**src/rtl/dpf_pkg.sv**
```systemverilog
package dpf_pkg;
  localparam int NUM_Q    = 2;
  localparam int CLR_LSB  = 0;
  localparam int OVF_LSB  = 2;
  localparam int FULL_LSB = 4;
  localparam int CSR_WW   = 4;
  localparam int CSR_RW   = 6;

  // Next pointer value with wrap at depth (depth need not be a power of two).
  function automatic int unsigned wrap_inc(int unsigned p, int unsigned depth);
    return (p + 1 == depth) ? 0 : p + 1;
  endfunction

  // Occupancy after one cycle of accepted pushes and pops.
  function automatic int unsigned next_count(int unsigned c, logic add, logic sub);
    return c + (add ? 1 : 0) - (sub ? 1 : 0);
  endfunction
endpackage

```
**src/rtl/pattern_fifo.sv**
```systemverilog
module pattern_fifo #(
  parameter int DEPTH = 4,
  parameter int EW    = 16
) (
  input  logic          clk,
  input  logic          rst_n,
  input  logic          push,
  input  logic          pop,
  input  logic          flush,
  input  logic [EW-1:0] din,
  output logic          full,
  output logic          valid,
  output logic [EW-1:0] dout,
  output logic          overflow
);
  import dpf_pkg::*;
  localparam int AW = (DEPTH > 1) ? $clog2(DEPTH) : 1;
  localparam int CW = $clog2(DEPTH + 1);

  logic [EW-1:0] mem [DEPTH];
  logic [AW-1:0] wr_ptr, rd_ptr;
  logic [CW-1:0] count;
  logic          accept, take;

  assign full     = (count == CW'(DEPTH));
  assign valid    = (count != '0);
  assign accept   = push && !full && !flush;
  assign overflow = push && full && !flush;
  assign take     = pop && valid && !flush;
  assign dout     = mem[rd_ptr];

  always_ff @(posedge clk) begin
    if (!rst_n) begin
      wr_ptr <= '0;
      rd_ptr <= '0;
      count  <= '0;
    end else if (flush) begin
      wr_ptr <= '0;
      rd_ptr <= '0;
      count  <= '0;
    end else begin
      if (accept) wr_ptr <= AW'(wrap_inc(int'(wr_ptr), DEPTH));
      if (take)   rd_ptr <= AW'(wrap_inc(int'(rd_ptr), DEPTH));
      count <= CW'(next_count(int'(count), accept, take));
    end
  end

  always_ff @(posedge clk) begin
    if (accept) mem[wr_ptr] <= din;
  end
endmodule

```
**src/rtl/sticky_flag.sv**
```systemverilog
module sticky_flag (
  input  logic clk,
  input  logic rst_n,
  input  logic set,
  input  logic clr,
  output logic q
);
  always_ff @(posedge clk) begin
    if (!rst_n)   q <= 1'b0;
    else if (set) q <= 1'b1;
    else if (clr) q <= 1'b0;
  end
endmodule

```
**src/rtl/dual_pattern_fifo.sv**
```systemverilog
module dual_pattern_fifo #(
  parameter int DEPTH = 4,
  parameter int TW    = 8,
  parameter int PW    = 8
) (
  input  logic                          clk,
  input  logic                          rst_n,
  input  logic                          ent_we,
  input  logic                          ent_sel,
  input  logic [TW-1:0]                 ent_timing,
  input  logic [PW-1:0]                 ent_pattern,
  input  logic                          csr_we,
  input  logic [dpf_pkg::CSR_WW-1:0]    csr_wdata,
  output logic [dpf_pkg::CSR_RW-1:0]    csr_rdata,
  input  logic [dpf_pkg::NUM_Q-1:0]     pop_req,
  output logic [dpf_pkg::NUM_Q-1:0]     head_valid,
  output logic [dpf_pkg::NUM_Q*TW-1:0]  head_timing,
  output logic [dpf_pkg::NUM_Q*PW-1:0]  head_pattern,
  output logic                          irq
);
  import dpf_pkg::*;
  localparam int EW = TW + PW;

  // Named internal events, observed by the bound checker.
  logic [NUM_Q-1:0] flush_cmd;
  logic [NUM_Q-1:0] ovf_evt;
  logic [NUM_Q-1:0] ovf_clr;
  logic [NUM_Q-1:0] ovf_q;
  logic [NUM_Q-1:0] full_q;
  logic [EW-1:0]    entry_in;

  assign entry_in = {ent_timing, ent_pattern};

  for (genvar i = 0; i < NUM_Q; i++) begin : g_q
    logic [EW-1:0] head;
    logic          push_i;

    assign push_i       = ent_we && (ent_sel == 1'(i));
    assign flush_cmd[i] = csr_we && csr_wdata[CLR_LSB+i];
    assign ovf_clr[i]   = csr_we && !csr_wdata[OVF_LSB+i];

    pattern_fifo #(.DEPTH(DEPTH), .EW(EW)) u_fifo (
      .clk      (clk),
      .rst_n    (rst_n),
      .push     (push_i),
      .pop      (pop_req[i]),
      .flush    (flush_cmd[i]),
      .din      (entry_in),
      .full     (full_q[i]),
      .valid    (head_valid[i]),
      .dout     (head),
      .overflow (ovf_evt[i])
    );

    sticky_flag u_ovf (
      .clk   (clk),
      .rst_n (rst_n),
      .set   (ovf_evt[i]),
      .clr   (ovf_clr[i]),
      .q     (ovf_q[i])
    );

    assign head_timing[i*TW +: TW]  = head[EW-1 -: TW];
    assign head_pattern[i*PW +: PW] = head[PW-1:0];
  end

  always_comb begin
    csr_rdata = '0;
    csr_rdata[OVF_LSB  +: NUM_Q] = ovf_q;
    csr_rdata[FULL_LSB +: NUM_Q] = full_q;
  end

  assign irq = |ovf_q;
endmodule

```
**config.mk**
```make
export PLATFORM = sky130hd
export DESIGN_NAME = dual_pattern_fifo
export DESIGN_NICKNAME = d
export VERILOG_FILES = /design/src/rtl/dpf_pkg.sv /design/src/rtl/pattern_fifo.sv /design/src/rtl/sticky_flag.sv /design/src/rtl/dual_pattern_fifo.sv
export SDC_FILE = /design/constraint.sdc
export NUM_CORES = 1
export LEC_CHECK = 0
export BUFFER_PORTS_ARGS = -buffer_cell sky130_fd_sc_hd__buf_4
export CAP_MARGIN = 40
export CORE_UTILIZATION = 62
export DETAILED_ROUTE_END_ITERATION = 6
export PLACE_DENSITY = 0.94
export REMOVE_ABC_BUFFERS = 1
export SYNTH_ARGS = -nofsm -noshare
export SYNTH_HDL_FRONTEND = slang
export SYNTH_SLANG_ARGS = --single-unit
export TNS_END_PERCENT = 10
```
**constraint.sdc**
```tcl
create_clock -name clk -period 4.65 [get_ports clk]
set_input_delay 0.2325 -clock clk [delete_from_list [all_inputs] [get_ports clk]]
set_output_delay 0.2325 -clock clk [all_outputs]
set_load 0.02 [all_outputs]
```
## Yosys cells after proc, flatten, opt, wreduce, memory -nomap -nowiden

Memory sizes are Yosys's and may differ from the RTL's. A register that Yosys moved wholly into a read port is not among the register bits.
Cells that the tools add are included.

- Add/sub/neg operators: 8
- Multiply operators: 0
- Divide/modulo/power cells: 0
- $lt $le $gt $ge: 0
- Eq/ne operators: 6
- Shifts and indexed selects: 0
- Multiplexer cells: 20
- Bitwise gates (word level): 2
- Reductions and logical operators: 31

Operators by type and width:

| kind | count |
|---|---|
| equality test 3 bit (second input constant) | 6 |
| logical AND 1 bit | 18 |
| 2-to-1 mux 2 bit | 8 |
| adder 2 x 1 -> 3 bit (second input constant) | 4 |
| 2-to-1 mux 1 bit | 12 |
| adder 3 bit | 2 |
| zero test 1 bit | 6 |
| nonzero test 3 bit | 2 |
| OR reduction 2 bit | 3 |
| subtractor 3 bit | 2 |
| nonzero test 2 bit | 2 |
| NOT 1 bit | 2 |

- Bits in registers: 16
- Latch bits: 0
- Memory bits (writable): 128
- Memory bits (read-only): 0
- Output and inout port bits: 41
- Memories kept: 2

Memories:

| name | words | bits a word | rd ports | clocked after Yosys merged registers in | wr ports | RTL line | source |
|---|---|---|---|---|---|---|---|
| g_q[0].u_fifo.mem | 4 | 16 | 1 | 1 | 1 | pattern_fifo.sv:20 | `logic [EW-1:0] mem [DEPTH];` |
| g_q[1].u_fifo.mem | 4 | 16 | 1 | 1 | 1 | pattern_fifo.sv:20 |  |

## Depth between registers and ports, before layout

Gate-level depths: netlist of run 1.

- Word-level depth: 7
- Mapped depth: 8

## Hierarchy

A second synthesis of run 1 with hierarchy kept.

- Cell total of the unflattened synthesis: 298
- Area total of the unflattened synthesis: 5775.5 um^2

By module, submodules not included:

| module | times used | cells an instance | area each (um^2) |
|---|---|---|---|
| pattern_fifo | 2 | 141 | 2815.2 |
| sticky_flag | 2 | 3 | 41.3 |
| dual_pattern_fifo | 1 | 10 | 62.6 |

## Worst setup path before layout of run 1

Ideal clock, no wire load.

- Path type: register to register
- Start: register g_q[1].u_fifo.count[2]
- End: register g_q[1].u_fifo.count[2]
- Setup time: 115 ps
- Arrival time: 1976 ps
- Setup slack: 2559 ps
- Cell stages (with the launch flop): 9
- Clock period less this slack: 2091 ps
- Cell sequence: dfxtp_1 -> or3_4 -> and2_1 -> ha_1 -> inv_1 -> ha_1 -> fa_1 -> xnor2_1 -> and2_1

- Elaborated cells between the ends (all ways): 11
- Classes of those cells: add/sub (2); eq/ne (1); mux (2); reduce/logical (6)

RTL lines:

| element | RTL line | source |
|---|---|---|
| from (decl) | pattern_fifo.sv:22 | `logic [CW-1:0] count;` |
| from (signal assigned) | pattern_fifo.sv:44 | `count <= CW'(next_count(int'(count), accept, take));` |
| nonzero test 3 bit | pattern_fifo.sv:26 | `assign valid = (count != '0);` |
| via g_q[1].u_fifo.valid | pattern_fifo.sv:12 | `output logic valid,` |
| logical AND 1 bit (2 in series) | pattern_fifo.sv:29 | `assign take = pop && valid && !flush;` |
| via g_q[1].u_fifo.take | pattern_fifo.sv:23 | `logic accept, take;` |
| 2-to-1 mux 1 bit | dpf_pkg.sv:16 | `return c + (add ? 1 : 0) - (sub ? 1 : 0);` |
| subtractor 3 bit | dpf_pkg.sv:16 |  |

The timed path passes the listed nets, and every way through them passes these cells.
A chain may end at the register's enable or synchronous reset.

==> results of run 1 <==
==> placed cells by master, fill, tap and decap left out, types with 5 or more instances in the layout <==
cell             n
inv_6            5
edfxtp_1       128
buf_4           67
a21boi_0         6
inv_1           10
and2_1          15
nand2_1         16
dfxtp_1         20
clkbuf_16       16
mux2i_1          9
dlygate4sd3_1   17
buf_8            7
ha_1            14
mux4_2          32
o21ai_0          6
==> metrics by stage <==
stage               setup slack (ps)  area (um^2)
finish                          2200         7190
global route                    2120         7190
CTS                             2190         7160
detailed placement              2480         6460
global placement                2520         6340
floorplan                       2500         5700
==> cell usage after synthesis (all sizes together) (2+ instances only) <==
cell / n
edfxtp: 128
mux4: 32
dfxtp: 20
buf: 17
nand2: 17
and2: 15
ha: 14
inv: 10
mux2i: 9
a21boi: 6
o21ai: 6
nor2: 4
clkbuf: 3
nand4: 3
fa: 2
nor3b: 2
or2: 2
or3: 2
xnor2: 2
xor2: 2
==> what timing repair did <==
action / in CTS / in global routing
hold buffers: 17 / 0
endpoints found under the hold margin: 130 / 0
gates resized for setup: 0 / 0
==> per-layer routing <==
layer / track usage / vias to the layer above / routed length (um)
met3: 0.0787 / 24 / 1020
li1: - / 1346 / -
met4: 0.107 / 0 / 304
met2: 0.501 / 177 / 7100
met1: 0.349 / 1599 / 4710
met5: 0 / - / 0
==> final cells by class <==
class / count / share of cell area
Clock buffer: 17 / 0.0576
Clock inverter: 15 / 0.0170
Inverter: 10 / 0.00522
Multi-Input combinational cell: 123 / 0.198
Sequential cell: 148 / 0.590
Tap cell: 111 / 0.0193
Timing Repair Buffer: 94 / 0.113
==> registers in the layout, summed over array words and instances (netlist names), named ones only <==
register	cells
g_q.u_fifo.count	6
g_q.u_fifo.mem	128
g_q.u_fifo.rd_ptr	4
g_q.u_fifo.wr_ptr	4
g_q.u_ovf.q	2
==> cell families (layout without fill, tap and decap cells) <==
logic type               count (synthesis)  in the layout  synth area share
AO/OA/AOI/OAI                           12             12            0.0129
XOR/XNOR                                 4              4           0.00600
adder cells (fa/ha/maj)                 16             16            0.0369
buffers and inverters                   30            136            0.0304
flip-flops                             148            148             0.727
multiplexers                            41             41             0.139
other                                    1              2          0.000642
AND/OR/NAND/NOR                         48             48            0.0476
==> worst max-delay path: stages, from the launching register on <==
cell and delay [ps]:
dfxtp_1 720, buf_16 240, mux4_2 550, buf_4 180
==> power groups by stage <==
stage          Clock [mW]  Sequential (mW)  Combinational [mW]
6_report             1.25             1.55               0.585
4_1_cts              1.23             1.55               0.584
3_3_place_gp            0             1.58               0.520
3_5_place_dp            0             1.57               0.562
2_1_floorplan           0             1.58               0.333
5_1_grt              1.30             1.55               0.632
==> worst min path at each step <==
stage                        start                       to  slack [ps]
global placement    ent_pattern[6]  g_q[1].u_fifo.mem[2][6]         460
detailed placement   ent_timing[1]  g_q[1].u_fifo.mem[1][9]         470
CTS                         ent_we           g_q[0].u_ovf.q          10
global route                ent_we           g_q[0].u_ovf.q          40
floorplan           ent_pattern[0]  g_q[0].u_fifo.mem[0][0]         330
finish                     ent_sel           g_q[1].u_ovf.q          30
==> metrics.yaml, run 1 <==
outcome: "finished, final reports clean"
p_int_mw: 2.46
fin_util: 0.782
syn_area_um2: 5840
cts_max_level: 4
area_growth_pct: 23.2
drt_iter0_drc: 288
criticalPathCategory: "reg2out"
clk_pin_slew_worst_paths_ps: 60
vias: 3146
nNetsFinal: 437
grt_start_max_net_pins: 17
avgSynthCellArea_um2: 19.5
grt_use_total: 0.289
nFillCells: 477
post-route-min-period_ps: 2450
maxSlewViolCount: 0
synth_top_cell_area_share: 0.658
hold_viol_final: 0
ys_async_sr_fraction: 0
place_congestion: 0.730
finalClockSkew_ps: 13.5
antenna_found_initial: 0
p_sw_frac: 0.273
grt-ovfl-total: 0
antenna_left: 0
synth_cells: 300
grt_pass1_vias: 3249
holdWs_ps: 28.3
cts.root.buffer_cell: "clkbuf_8"
synth.ff_latch_count: 148
core_um2: 9200
whs_path_depth: 3
ir_worst_vdd_mv: 0.241
required_ps: 4420
drc: 0
die_w_um: 99.0
cts_sinks: 148
synth_top_area_cell: "edfxtp_1"
worstMarginPinSlew_ps: 971
grt_pass1_wl_um: 19500
ioPinCount: 68
dp.cells: 467
synth-edff-count: 128
fmax_mhz: 408
dieArea_um2: 9810
numPortBuffers: 65
die_y_um: 99.0
clockPowerShare: 0.369
cap_violations: 0
startpoint_type: "register"
initial_core_util: 0.635
p_total_mw: 3.38
postCtsSetupRepairBufs: 0
power_leakage_nw: 2.58
stdcell_count: 518
cts_tree: "done"
critPathMaxFanout: 11
routedWlPerCell_um: 25.4
dr.pass1.iters: 5
worstReg2RegStart: "g_q[1].u_fifo.count[2]"
seqPwrFrac: 0.458
yosysWarningCount: 0
rsz0062_at_grt: "no"
synthTopCellsByArea: "edfxtp_1 66%, mux4_2 12%, dfxtp_1 6.9%"
power.switching_mw: 0.922
numCtsBuffers: 17
reg2regPathDepth: 8
drive_gt1_frac: 0.359
fin_tns_setup_ps: 0
cp-end-kind: "primary output"
power_density_nw_per_um2: 470
multi_input_area_um2: 1420
rows: 35
timing.rr.end: "g_q[1].u_fifo.count[2]"
place_hpwl_um: 7170
clkLatencyLatePin_ps: 530
worstPathArrival_ps: 2220
endpoint: "head_pattern[3]"
seq_area_frac_synth: 0.727
clockBufferDepth: 2
synth_cell_types: 28
antenna_cells: 0
rrSetupSlack_ps: 2470
wirelength_um: 13100
setup_violations: 0
fin_crit_sh: 0.527
comb_power_share: 0.173
synth_ff_type: "edfxtp_1"
hold_class: "in2reg"
relSlewSlack: 0.353
register_area_um2: 4240
drt-vias-per-instance: 6.07
No activity file was read; power rests on OpenSTA's default activity.
==> run 2: changes to the inputs <==
CORE_UTILIZATION = 58   (was 62)
PLACE_DENSITY = 0.89   (was 0.94)
clock period = 2.4 ns   (was 4.65 ns; I/O delays follow)
==> run 2 against run 1 <==
  * Total power is 99% higher
  * Global-route usage down 3.1 points
  * Final cell count up 6.4%
  * Critical endpoint is now g_q[1].u_fifo.count[2]
  * Via count down 1.2%
  * Register-to-register slack worse by 2300 ps
  * Sequential cell count unchanged
  * Die area rose by 6.8%
  * Non-clock buffer count grew 11
  * Core utilization down 3.6 points
  * Clock-buffer cell count is 2 higher
  * Combinational power rose by 95%
  * Largest cell class unchanged
==> metrics.yaml, run 2 (synthesis results as in run 1) <==
crit_cells: 8
grt_pass1_vias: 3277
hold_class: "in2reg"
maxSlewViolCount: 0
slowest_delay_ps: 400
rsz0062_at_grt: "no"
cts_max_level: 4
layout_common_cells: "128 x edfxtp_1, 84 x buf_4, 32 x mux4_2"
grt_pass1_wl_um: 18000
hold_viol_final: 0
clockBufferDepth: 2
largest-register: "g_q.u_fifo.mem"
clk_pin_slew_worst_paths_ps: 60
drt-vias-per-instance: 5.64
worstPathArrival_ps: 2640
final_common_cell: "edfxtp_1"
routedWlPerCell_um: 21.8
power.switching_mw: 1.67
ioPinCount: 68
p_int_mw: 5.04
grt_use_total: 0.258
p_total_mw: 6.71
post-route-min-period_ps: 2210
clkLatencyLatePin_ps: 530
nNetsFinal: 448
drt_iter0_drc: 170
cap_violations: 0
die_w_um: 102
power_density_nw_per_um2: 921
postCtsSetupRepairBufs: 0
clockPowerShare: 0.387
endpoint: "g_q[1].u_fifo.count[2]"
cts.root.buffer_cell: "clkbuf_8"
fmax_mhz: 452
place_hpwl_um: 6500
top_regs: "g_q.u_fifo.mem x128, g_q.u_fifo.count x6"
fin_crit_sh: 0.921
required_ps: 2830
p_sw_frac: 0.249
cts_resized: 0
seqPwrFrac: 0.443
path_delay_family: "adder cells"
power_leakage_nw: 2.64
grt-ovfl-total: 0
core_um2: 9770
vias: 3107
antenna_left: 0
initial_core_util: 0.597
reg2regPathDepth: 8
worstReg2RegStart: "g_q[1].u_fifo.count[2]"
largest_register_ffs: 128
die_y_um: 102
postCtsHoldBufs: 21
fin_tns_setup_ps: 0
comb_power_share: 0.170
critPathMaxFanout: 5
antenna_found_initial: 0
drc: 0
wirelength_um: 12000
crit_slowest_cell: "or3_4"
finalClockSkew_ps: 7.75
ir_worst_vdd_mv: 0.522
grt_start_max_net_pins: 17
criticalPathCategory: "reg2reg"
cp-end-kind: "register"
outcome: "finished, final reports clean"
dieArea_um2: 10500
rrSetupSlack_ps: 190
cp_num_buf_inv: 1
antenna_cells: 0
numCtsBuffers: 17
cts_sinks: 148
dr.pass1.iters: 5
rows: 36
setup_violations: 0
cts_tree: "done"
numPortBuffers: 65
path_cells: "or3_4 -> and2_1 -> ha_1 -> inv_1 -> ha_1 -> fa_1 -> xnor2_1 -> and2_1"
place_congestion: 0.707
area_growth_pct: 24.9
drive_gt1_frac: 0.359
timing.rr.end: "g_q[1].u_fifo.count[2]"
startpoint_type: "register"
cp-startpoint: "g_q[1].u_fifo.count[2]"
[run 2: cell count changes in the layout (fill, tap and decap cells not counted), sizes merged]
cell         previous run  this run
dlygate4sd3            17        21
buf                    77        84
clkinvlp                4         3
clkbuf                 17        19
clkinv                  4         7
inv                    17        10
bufinv                  0         3
[run 2: tightest hold or removal path, cell delays in order]
cell and delay, ps:
buf_4 90, a21boi_0 140, nand4_1 120, o21ai_0 70
[run 2: worst min path at each step]
stage / from / end / slack (ps) / cells past startpoint
detailed placement: ent_pattern[1] / g_q[0].u_fifo.mem[1][1] / 360 / 1
global route: csr_wdata[1] / g_q[1].u_fifo.count[2] / 80 / 4
global placement: ent_pattern[6] / g_q[1].u_fifo.mem[1][6] / 350 / 1
finish: csr_wdata[1] / g_q[1].u_fifo.rd_ptr[0] / 50 / 4
CTS: csr_wdata[1] / g_q[1].u_fifo.rd_ptr[0] / 30 / 4
floorplan: ent_pattern[0] / g_q[0].u_fifo.mem[0][0] / 220 / 0
[run 2: cell type report]
cell class | instances | area, um^2
tap | 133 | 166
clock inverter | 13 | 160
inverter | 10 | 37.5
clock buffer | 19 | 422
sequential | 148 | 4240
fill | 546 | 2480
multi-input combinational | 123 | 1420
timing repair buffer | 105 | 841
[run 2: power by group through the flow]
stage / sequential (mW) / clock, mW / combinational, mW
6_report: 2.98 / 2.60 / 1.14
5_1_grt: 2.99 / 2.74 / 1.23
4_1_cts: 2.98 / 2.63 / 1.14
3_5_place_dp: 3.03 / 0 / 1.10
3_3_place_gp: 3.02 / 0 / 1.06
2_1_floorplan: 3.06 / 0 / 0.645
[run 2: per-layer routing]
layer  vias to the layer above  GRT usage  routed length, um
met5                         -          0                  0
met4                         0      0.101                229
met3                        20     0.0882                889
met2                       129      0.451               6380
met1                      1592      0.291               4490
li1                       1366          -                  -
[run 2: through the flow]
step                cell area, um^2  worst slack, ps  cells  utilization  hold WS (ps)
finish                         7290              189    551        0.746          54.2
global route                   7290             70.6    551        0.746          84.7
CTS                            7290              175    551        0.746          27.2
detailed placement             6500              187    498        0.665           360
global placement               6500              285    498        0.665           351
floorplan                      5700              253    281            -           219
==> run 3: changes to the inputs <==
CORE_ASPECT_RATIO = 1.2   (was unset)
CORE_UTILIZATION = 52   (was 58)
CTS_CLUSTER_DIAMETER = 50   (was unset)
PLACE_DENSITY = 0.85   (was 0.89)
clock period = 2 ns   (was 2.4 ns; I/O delays follow)
==> run 3 against run 2 <==
  * Critical path depth did not move
  * Setup slack worse by 150 ps
  * Final cell count up 0.18%
  * Wire length is 8.5% lower
  * Core utilization shrank 7.2 points
  * Sequential cell count is the same
  * Critical endpoint unchanged
==> metrics.yaml, run 3 (synthesis results as in run 1) <==
initial_core_util: 0.532
stdcell_area_um2: 7410
power.switching_mw: 1.95
fmax_mhz: 509
required_ps: 2310
numCtsBuffers: 17
drt-vias-per-instance: 5.52
place_congestion: 0.683
grt_pass1_vias: 3238
final_common_cell: "edfxtp_1"
post-route-min-period_ps: 1960
rrSetupSlack_ps: 40
p_total_mw: 8.00
grt_pass1_wl_um: 17400
cp-end-kind: "register"
drc: 0
drive_gt1_frac: 0.390
place_hpwl_um: 6480
power_leakage_nw: 2.67
wirelength_um: 11000
antenna_left: 0
stdcell_count: 552
clockPowerShare: 0.365
rows: 42
worstPathArrival_ps: 2270
p_int_mw: 6.05
fin_crit_sh: 0.982
timing.rr.end: "g_q[1].u_fifo.count[2]"
whs_path_depth: 3
finalClockSkew_ps: 7.73
layout_common_cells: "128 x edfxtp_1, 80 x buf_4, 32 x mux4_2"
core_um2: 11000
largest-register: "g_q.u_fifo.mem"
vias: 3046
die_w_um: 98.7
rsz0062_at_grt: "yes"
grt_use_total: 0.210
cts.root.buffer_cell: "clkbuf_16"
min-delay-start: "csr_wdata[3]"
setup_slack_ps: 35.1
pre_cts_ws_ps: -99.3
seqPwrFrac: 0.446
nFillCells: 663
top_regs: "g_q.u_fifo.mem x128, g_q.u_fifo.count x6"
maxSlewViolCount: 0
outcome: "finished, final reports clean"
fin_util: 0.674
hold_viol_final: 0
setup_violations: 0
grt-ovfl-total: 0
nNetsFinal: 450
min_to: "g_q[1].u_ovf.q"
reg2regPathDepth: 8
worstReg2RegStart: "g_q[1].u_fifo.count[2]"
area_growth_pct: 26.8
clk_pin_slew_worst_paths_ps: 60
clockBufferDepth: 2
dp.cells: 501
critPathMaxFanout: 2
drt_iter0_drc: 203
routedWlPerCell_um: 19.9
numPortBuffers: 65
ir_worst_vdd_mv: 0.784
cap_violations: 0
cts_tree: "done"
cts_max_level: 4
comb_power_share: 0.189
hold_class: "in2reg"
dr.pass1.iters: 5
antenna_found_initial: 0
clkLatencyLatePin_ps: 410
p_sw_frac: 0.244
criticalPathCategory: "reg2reg"
grt_start_max_net_pins: 17
die_y_um: 118
dpl-instance-area_um2: 6620
ioPinCount: 68
antenna_cells: 0
startpoint_type: "register"
largest_register_ffs: 128
dieArea_um2: 11700
power_density_nw_per_um2: 1080
cts_sinks: 148
-- run 3: cell types whose count changed in the layout (fill, tap and decap cells not counted), moves of 3 or more --
cell | before | now
clkinv_4 | 4 | 1
clkinv_2 | 1 | 5
clkbuf_8 | 1 | 4
clkinvlp_4 | 3 | 0
buf_4 | 84 | 80
buf_12 | 0 | 7
bufinv_16 | 3 | 0
-- run 3: routing by layer --
| layer | global-route usage | wire length [um] | up-vias |
|---|---|---|---|
| li1 | - | - | 1378 |
| met1 | 0.258 | 4240 | 1538 |
| met2 | 0.342 | 5810 | 124 |
| met3 | 0.0707 | 856 | 6 |
| met4 | 0.0849 | 68 | 0 |
| met5 | 0 | 0 | - |
-- run 3: worst max-delay path by stage --
stage          slack (ps)  cells past startpoint                endpoint              startpoint
2_1_floorplan        -150                      8  g_q[1].u_fifo.count[2]  g_q[1].u_fifo.count[2]
3_3_place_gp          -50                      8  g_q[1].u_fifo.count[2]  g_q[1].u_fifo.count[2]
3_5_place_dp         -100                      8  g_q[1].u_fifo.count[2]  g_q[1].u_fifo.count[2]
4_1_cts                -6                      8  g_q[1].u_fifo.count[2]  g_q[1].u_fifo.count[1]
5_1_grt                -1                      8  g_q[1].u_fifo.count[2]  g_q[1].u_fifo.count[2]
6_report               40                      8  g_q[1].u_fifo.count[2]  g_q[1].u_fifo.count[2]
-- run 3: final cells by class --
class                           count  area (um^2)  share of cell area
Sequential cell                   148         4250               0.573
Multi-Input combinational cell    123         1460               0.197
Tap cell                          132          165              0.0223
Clock buffer                       24          513              0.0693
Inverter                           10         37.5             0.00507
Clock inverter                      8         46.3             0.00625
Timing Repair Buffer              107          942               0.127
-- run 3: critical path: stages, from the launching register on --
cell     delay (ps)
dfxtp_2         320
or3_4           380
and2_4          160
ha_4            250
inv_2            30
ha_4            140
fa_2            320
xnor2_1         120
and2_1          130
-- run 3: power groups by stage --
stage / logic [mW] / clock network, mW / registers, mW
2_1_floorplan: 0.774 / 0 / 3.67
3_3_place_gp: 1.38 / 0 / 3.61
3_5_place_dp: 1.43 / 0 / 3.63
4_1_cts: 1.51 / 2.97 / 3.57
5_1_grt: 1.63 / 3.09 / 3.58
6_report: 1.51 / 2.92 / 3.57
-- run 3: timing repair --
item	CTS	global route
gates resized for setup	9	1
pin swaps	5	4
hold endpoints to repair	130	1
buffers inserted	0	0
setup endpoints to repair	4	3
hold buffers	18	1
-- run 3: per-stage QoR --
stage               TNS [ps]  hold WS, ps
floorplan              -9670          199
global placement       -46.0          329
detailed placement      -102          334
finish                     0         17.2
global route           -1.23         14.5
CTS                    -5.52        0.408
